[src/rtl/apb_wait_regbank_pkg.sv]
package apb_wait_regbank_pkg;

  localparam int unsigned WORD_DATA   = 0;
  localparam int unsigned WORD_STATUS = 1;
  localparam int unsigned WORD_COUNT  = 2;

  // One-cycle strobes from the control to the datapath
  typedef struct packed {
    logic wrData;
    logic wrStatus;
    logic wrCount;
    logic rdData;
    logic rdStatus;
    logic rdCount;
  } bankStrobes_t;

endpackage

[src/rtl/apb_wait_ctrl.sv]
module apb_wait_ctrl
  import apb_wait_regbank_pkg::*;
#(
  parameter int unsigned ADDR_W      = 8,
  parameter int unsigned WAIT_CYCLES = 2
) (
  input  logic              pclk,
  input  logic              presetn,
  input  logic              psel,
  input  logic              penable,
  input  logic              pwrite,
  input  logic [ADDR_W-1:0] paddr,
  output logic              pready,
  output bankStrobes_t      strobes
);

  localparam int unsigned CNT_W = (WAIT_CYCLES > 0) ? $clog2(WAIT_CYCLES + 1) : 1;

  logic accessPhase;
  logic waitDone;
  logic commit;
  logic readPhase;
  logic aligned;
  logic [ADDR_W-3:0] wordIdx;

  assign accessPhase = psel && penable;

  generate
    if (WAIT_CYCLES == 0) begin : g_noWait
      assign waitDone = 1'b1;
    end else begin : g_wait
      logic [CNT_W-1:0] waitCnt;
      always_ff @(posedge pclk or negedge presetn) begin
        if (!presetn)                       waitCnt <= '0;
        else if (accessPhase && !waitDone)  waitCnt <= waitCnt + 1'b1;
        else                                waitCnt <= '0;
      end
      assign waitDone = (waitCnt == CNT_W'(WAIT_CYCLES));
    end
  endgenerate

  assign pready    = accessPhase && waitDone;
  // Full commit term: select, enable, direction and completion together
  assign commit    = psel && penable && pwrite && pready;
  assign readPhase = accessPhase && !pwrite;

  // Live address of the current access, never a registered copy
  assign aligned = (paddr[1:0] == 2'b00);
  assign wordIdx = paddr[ADDR_W-1:2];

  always_comb begin
    strobes          = '0;
    strobes.wrData   = commit && aligned && (wordIdx == (ADDR_W-2)'(WORD_DATA));
    strobes.wrStatus = commit && aligned && (wordIdx == (ADDR_W-2)'(WORD_STATUS));
    strobes.wrCount  = commit && aligned && (wordIdx == (ADDR_W-2)'(WORD_COUNT));
    strobes.rdData   = readPhase && aligned && (wordIdx == (ADDR_W-2)'(WORD_DATA));
    strobes.rdStatus = readPhase && aligned && (wordIdx == (ADDR_W-2)'(WORD_STATUS));
    strobes.rdCount  = readPhase && aligned && (wordIdx == (ADDR_W-2)'(WORD_COUNT));
  end

endmodule

[src/rtl/apb_wait_datapath.sv]
module apb_wait_datapath
  import apb_wait_regbank_pkg::*;
#(
  parameter int unsigned DATA_W = 32,
  parameter int unsigned EVT_W  = 8
) (
  input  logic                pclk,
  input  logic                presetn,
  input  bankStrobes_t        strobes,
  input  logic [DATA_W-1:0]   pwdata,
  input  logic [DATA_W/8-1:0] pstrb,
  input  logic [EVT_W-1:0]    events,
  output logic [DATA_W-1:0]   prdata,
  output logic [DATA_W-1:0]   dataQ,
  output logic [EVT_W-1:0]    statusQ,
  output logic [DATA_W-1:0]   countQ
);

  localparam int unsigned LANES = DATA_W / 8;

  logic [DATA_W-1:0] laneBits;
  logic [EVT_W-1:0]  clearBits;

  generate
    for (genvar l = 0; l < LANES; l++) begin : g_lane
      assign laneBits[8*l +: 8] = {8{pstrb[l]}};

      always_ff @(posedge pclk or negedge presetn) begin
        if (!presetn)                      dataQ[8*l +: 8] <= '0;
        else if (strobes.wrData && pstrb[l]) dataQ[8*l +: 8] <= pwdata[8*l +: 8];
      end
    end
  endgenerate

  assign clearBits = strobes.wrStatus ? (pwdata[EVT_W-1:0] & laneBits[EVT_W-1:0]) : '0;

  // Event set takes priority over a same-cycle clear
  always_ff @(posedge pclk or negedge presetn) begin
    if (!presetn) statusQ <= '0;
    else          statusQ <= (statusQ & ~clearBits) | events;
  end

  always_ff @(posedge pclk or negedge presetn) begin
    if (!presetn)             countQ <= '0;
    else if (strobes.wrCount) countQ <= countQ + 1'b1;
  end

  always_comb begin
    prdata = '0;
    if (strobes.rdData)   prdata = dataQ;
    if (strobes.rdStatus) prdata = DATA_W'(statusQ);
    if (strobes.rdCount)  prdata = countQ;
  end

endmodule

[src/rtl/apb_wait_regbank.sv]
module apb_wait_regbank
  import apb_wait_regbank_pkg::*;
#(
  parameter int unsigned ADDR_W      = 8,
  parameter int unsigned DATA_W      = 32,
  parameter int unsigned EVT_W       = 8,
  parameter int unsigned WAIT_CYCLES = 2
) (
  input  logic                pclk,
  input  logic                presetn,
  input  logic                psel,
  input  logic                penable,
  input  logic                pwrite,
  input  logic [ADDR_W-1:0]   paddr,
  input  logic [DATA_W-1:0]   pwdata,
  input  logic [DATA_W/8-1:0] pstrb,
  input  logic [EVT_W-1:0]    events,
  output logic                pready,
  output logic [DATA_W-1:0]   prdata,
  output logic                pslverr
);

  bankStrobes_t      strobes;
  logic [DATA_W-1:0] dataQ;
  logic [EVT_W-1:0]  statusQ;
  logic [DATA_W-1:0] countQ;

  assign pslverr = 1'b0;

  apb_wait_ctrl #(
    .ADDR_W      (ADDR_W),
    .WAIT_CYCLES (WAIT_CYCLES)
  ) u_ctrl (
    .pclk    (pclk),
    .presetn (presetn),
    .psel    (psel),
    .penable (penable),
    .pwrite  (pwrite),
    .paddr   (paddr),
    .pready  (pready),
    .strobes (strobes)
  );

  apb_wait_datapath #(
    .DATA_W (DATA_W),
    .EVT_W  (EVT_W)
  ) u_dp (
    .pclk    (pclk),
    .presetn (presetn),
    .strobes (strobes),
    .pwdata  (pwdata),
    .pstrb   (pstrb),
    .events  (events),
    .prdata  (prdata),
    .dataQ   (dataQ),
    .statusQ (statusQ),
    .countQ  (countQ)
  );

endmodule

[config.mk]
export PLATFORM = sky130hd
export DESIGN_NAME = apb_wait_regbank
export DESIGN_NICKNAME = d
export VERILOG_FILES = /design/src/rtl/apb_wait_regbank_pkg.sv /design/src/rtl/apb_wait_ctrl.sv /design/src/rtl/apb_wait_datapath.sv /design/src/rtl/apb_wait_regbank.sv
export SDC_FILE = /design/constraint.sdc
export NUM_CORES = 1
export LEC_CHECK = 0
export CORE_MARGIN = 2
export CORE_UTILIZATION = 50
export DETAILED_ROUTE_END_ITERATION = 10
export DONT_BUFFER_PORTS = 1
export PLACE_DENSITY = 0.68
export SKIP_CTS_REPAIR_TIMING = 1
export SYNTH_ARGS = -nofsm -noshare
export SYNTH_HDL_FRONTEND = slang
export SYNTH_SLANG_ARGS = --single-unit
[constraint.sdc]
create_clock -name pclk -period 4.5 [get_ports pclk]
set_input_delay 0.675 -clock pclk [delete_from_list [all_inputs] [get_ports pclk]]
set_output_delay 0.675 -clock pclk [all_outputs]
set_load 0.02 [all_outputs]
==> flow_metrics.py <==
metrics = {
    "run_status": {
        "outcome": "finished clean",
    },
    "worst_setup_path": {
        "rr_worst_depth": 6,
        "crit_chain": "or4_1, or4_1, nor2_2, buf_4, a22o_1",
        "critPathRequiredTime_ns": 3.83,
        "startpoint_type": "input port",
        "reg2reg_to": "u_dp.dataQ[0]",
        "crit_buf_inv": 1,
        "endpoint_kind": "primary output",
        "reg2reg_from": "u_ctrl.g_wait.waitCnt[0]",
        "r2r_slack_ns": 2.21,
        "worstSetupPathType": "input port to primary output",
        "cpMaxStageDelayCell": "or4_1",
        "critical_path_arrival_ns": 2.78,
        "critPathMaxFanout": 24,
        "cpPeakStageDelay_ns": 0.68,
        "path_common_cell": "or4_1",
        "critPathTopFamily": "simple AND/OR/NAND/NOR gates",
    },
    "synth": {
        "yosysUniqueCellTypes": 35,
        "yosys_warnings": 0,
        "ys_ff_latch": 74,
        "synth_cells": 321,
        "syn_nets": 380,
        "synth_area_um2": 3664,
        "syn_area_per_cell_um2": 11.41,
        "synth_seq_area_share": 0.5055,
    },
    "drt": {
        "drc": 0,
        "dr.pass1.iters": 4,
        "vias": 2486,
        "routed_wl_mm": 7.618,
        "drtIter0Drc": 179,
        "viasPerCell": 5.877,
        "ant_nets": 0,
        "wire_per_inst_um": 18.01,
    },
    "sta": {
        "tightest_slew_ns": 1.186,
        "period_needed_ns": 3.453,
        "fin_skew_ns": 0.009722,
        "relSlewSlack": 0.2029,
        "drv_slew": 0,
        "rsz0062_at_grt": "false",
        "hold_viol_final": 0,
        "fmax_mhz": 289.6,
        "setup_violations": 0,
        "fin_setup_tns_ns": 0,
        "fin_crit_sh": 0.7672,
    },
    "global_routing": {
        "grt_usage": 0.1964,
        "grt-busiest-layer": "met1",
        "grt_antenna_before_repair": 0,
        "use_met2": 0.2714,
        "grt_overflow": 0,
        "grt_max_degree": 75,
        "use_met1": 0.3026,
        "grt_pass1_vias": 2321,
        "grt_use_met3": 0.04936,
        "grt_pass1_wl_mm": 11.89,
    },
    "finish": {
        "nets": 378,
        "area_growth_pct": 8.470,
        "antenna_cells": 0,
        "stdcell_area_um2": 3974,
        "drive_above_1_share": 0.1296,
        "nFillCells": 611,
    },
    "placed_design": {
        "dp_hpwl_mm": 5.364,
        "place_area_um2": 3747,
        "port_buffers": 0,
        "gpl.final_weighted_congestion": 0.8088,
    },
    "flow_run": {
        "drv_cap": 0,
    },
    "floorplan": {
        "core_um2": 7176,
        "die_area_um2": 8028,
        "row_count": 31,
        "io_pins": 91,
        "die_y_um": 89.60,
        "initial_core_util": 0.5105,
        "fp.dieW_um": 89.60,
    },
    "clocking": {
        "cts_root_buf": "clkbuf_8",
        "insertion_delay_ns": 0.34,
        "cts_buffer_depth": 2,
        "cts_tree": "yes",
        "cts_buffers": 9,
        "cts.reportedPaths.clkPinSlew_ns": 0.08,
        "h-tree-depth": 3,
        "clock-sinks": 74,
    },
    "hold_path": {
        "holdCritPathClass": "input port to asynchronous set/reset pin",
    },
    "power_and_ir_drop": {
        "p_per_area_nw_per_um2": 314.7,
        "ir_drop_uv": 197.9,
        "p_leak_nw": 1.800,
    },
}
==> synth_stat cells, drive strengths merged <==
cell     count  area (um2)
dfrtp       74        1852
mux2        33       371.6
nand2       30       112.6
a22o        24       210.2
xor2        19       166.4
nand3       15       75.07
nor4        15       131.4
nand4       13       81.33
xnor2       12       105.1
clkbuf      10       37.54
nor3         9       45.04
a21o         8       60.06
mux2i        8       80.08
o21ai        8       40.04
and3         6       37.54
buf          6       37.53
nor2         6       25.03
and4         5       43.79
or4          5       37.54
and2         3       18.77
ha           2       25.02
inv          2       7.510
nand2b       2       12.51
and4bb       1       12.51
conb         1       3.750
nand3b       1       7.510
nand4b       1       8.760
nand4bb      1       11.26
or3          1       6.260
==> logic make-up after synthesis <==
logic type / after synthesis / share of synthesized area
simple gates: 114 / 0.1820
flops: 74 / 0.5055
mux: 41 / 0.1233
compound gates: 40 / 0.08470
xor+xnor: 31 / 0.07411
buf+inv: 18 / 0.02254
fa+ha+maj: 2 / 0.006830
other cells: 1 / 0.001024
==> routing by layer <==
layer	wire (um)	up-vias	share of wire
li1	-	1182	-
met1	3737	1222	0.49
met2	3287	77	0.43
met3	531	5	0.070
met4	62	0	0.0081
met5	0	-	0
==> cells in the final DEF, fill, tap and decap left out, drive strengths merged, types with 2 or more instances in the layout <==
cell / instances
dfrtp: 74
mux2: 33
nand2: 30
a22o: 24
xor2: 19
nand3: 15
nor4: 15
nand4: 13
xnor2: 12
nor3: 9
clkbuf: 9
mux2i: 8
o21ai: 8
a21o: 8
and3: 6
nor2: 6
or4: 5
and4: 5
and2: 3
clkinv: 3
buf: 3
inv: 3
nand2b: 2
ha: 2
bufinv: 2
==> worst register-to-register path: stages, from the launching register on <==
cell,delay (ns)
dfrtp_1,0.38
inv_1,0.06
ha_1,0.24
and2_1,0.30
and4_1,0.44
nand2_1,0.35
mux2_1,0.41
==> stage by stage <==
| step | setup slack [ns] | hold slack (ns) | cells | util | power [mW] |
|---|---|---|---|---|---|
| after floorplan | 1.279 | 0.3794 | 321 | - | 0.6906 |
| after global placement | 1.068 | 0.3809 | 407 | 0.5222 | 0.6893 |
| after detailed placement | 1.042 | 0.3809 | 407 | 0.5222 | 0.6895 |
| after CTS | 1.031 | 0.009406 | 423 | 0.5538 | 1.264 |
| after global routing | 0.8940 | 0.003230 | 423 | 0.5538 | 1.297 |
| final | 1.047 | 0.02897 | 423 | 0.5538 | 1.251 |
==> flip-flops by register name, summed over array words and instances, names as in the netlist <==
name	cells
u_dp.statusQ	8
u_dp.dataQ	32
u_ctrl.g_wait.waitCnt	2
u_dp.countQ	32
==> worst max-delay path by stage <==
stage,start,end,slack (ns),depth (start not counted)
3_5_place_dp,paddr[5],prdata[11],1.04,5
3_3_place_gp,paddr[5],prdata[19],1.07,5
6_report,paddr[5],prdata[10],1.05,5
2_1_floorplan,paddr[5],prdata[11],1.28,7
4_1_cts,paddr[5],prdata[11],1.03,5
5_1_grt,paddr[5],prdata[11],0.89,5
==> final cells by class <==
class	instances	area [um2]	area share
Sequential cell	74	1852	0.4660
Timing Repair Buffer	3	22.52	0.005668
Clock buffer	9	123.9	0.03117
Multi-Input combinational cell	229	1742	0.4383
Tap cell	99	123.9	0.03117
Clock inverter	7	102.6	0.02582
Inverter	2	7.507	0.001889
==> report_power, final <==
part | switching, mW | internal, mW
Sequential | 0.000468 | 0.665
Combinational | 0.00521 | 0.00516
Clock | 0.258 | 0.317
Total | 0.263 | 0.987
Power figures use the tool's default switching activity.
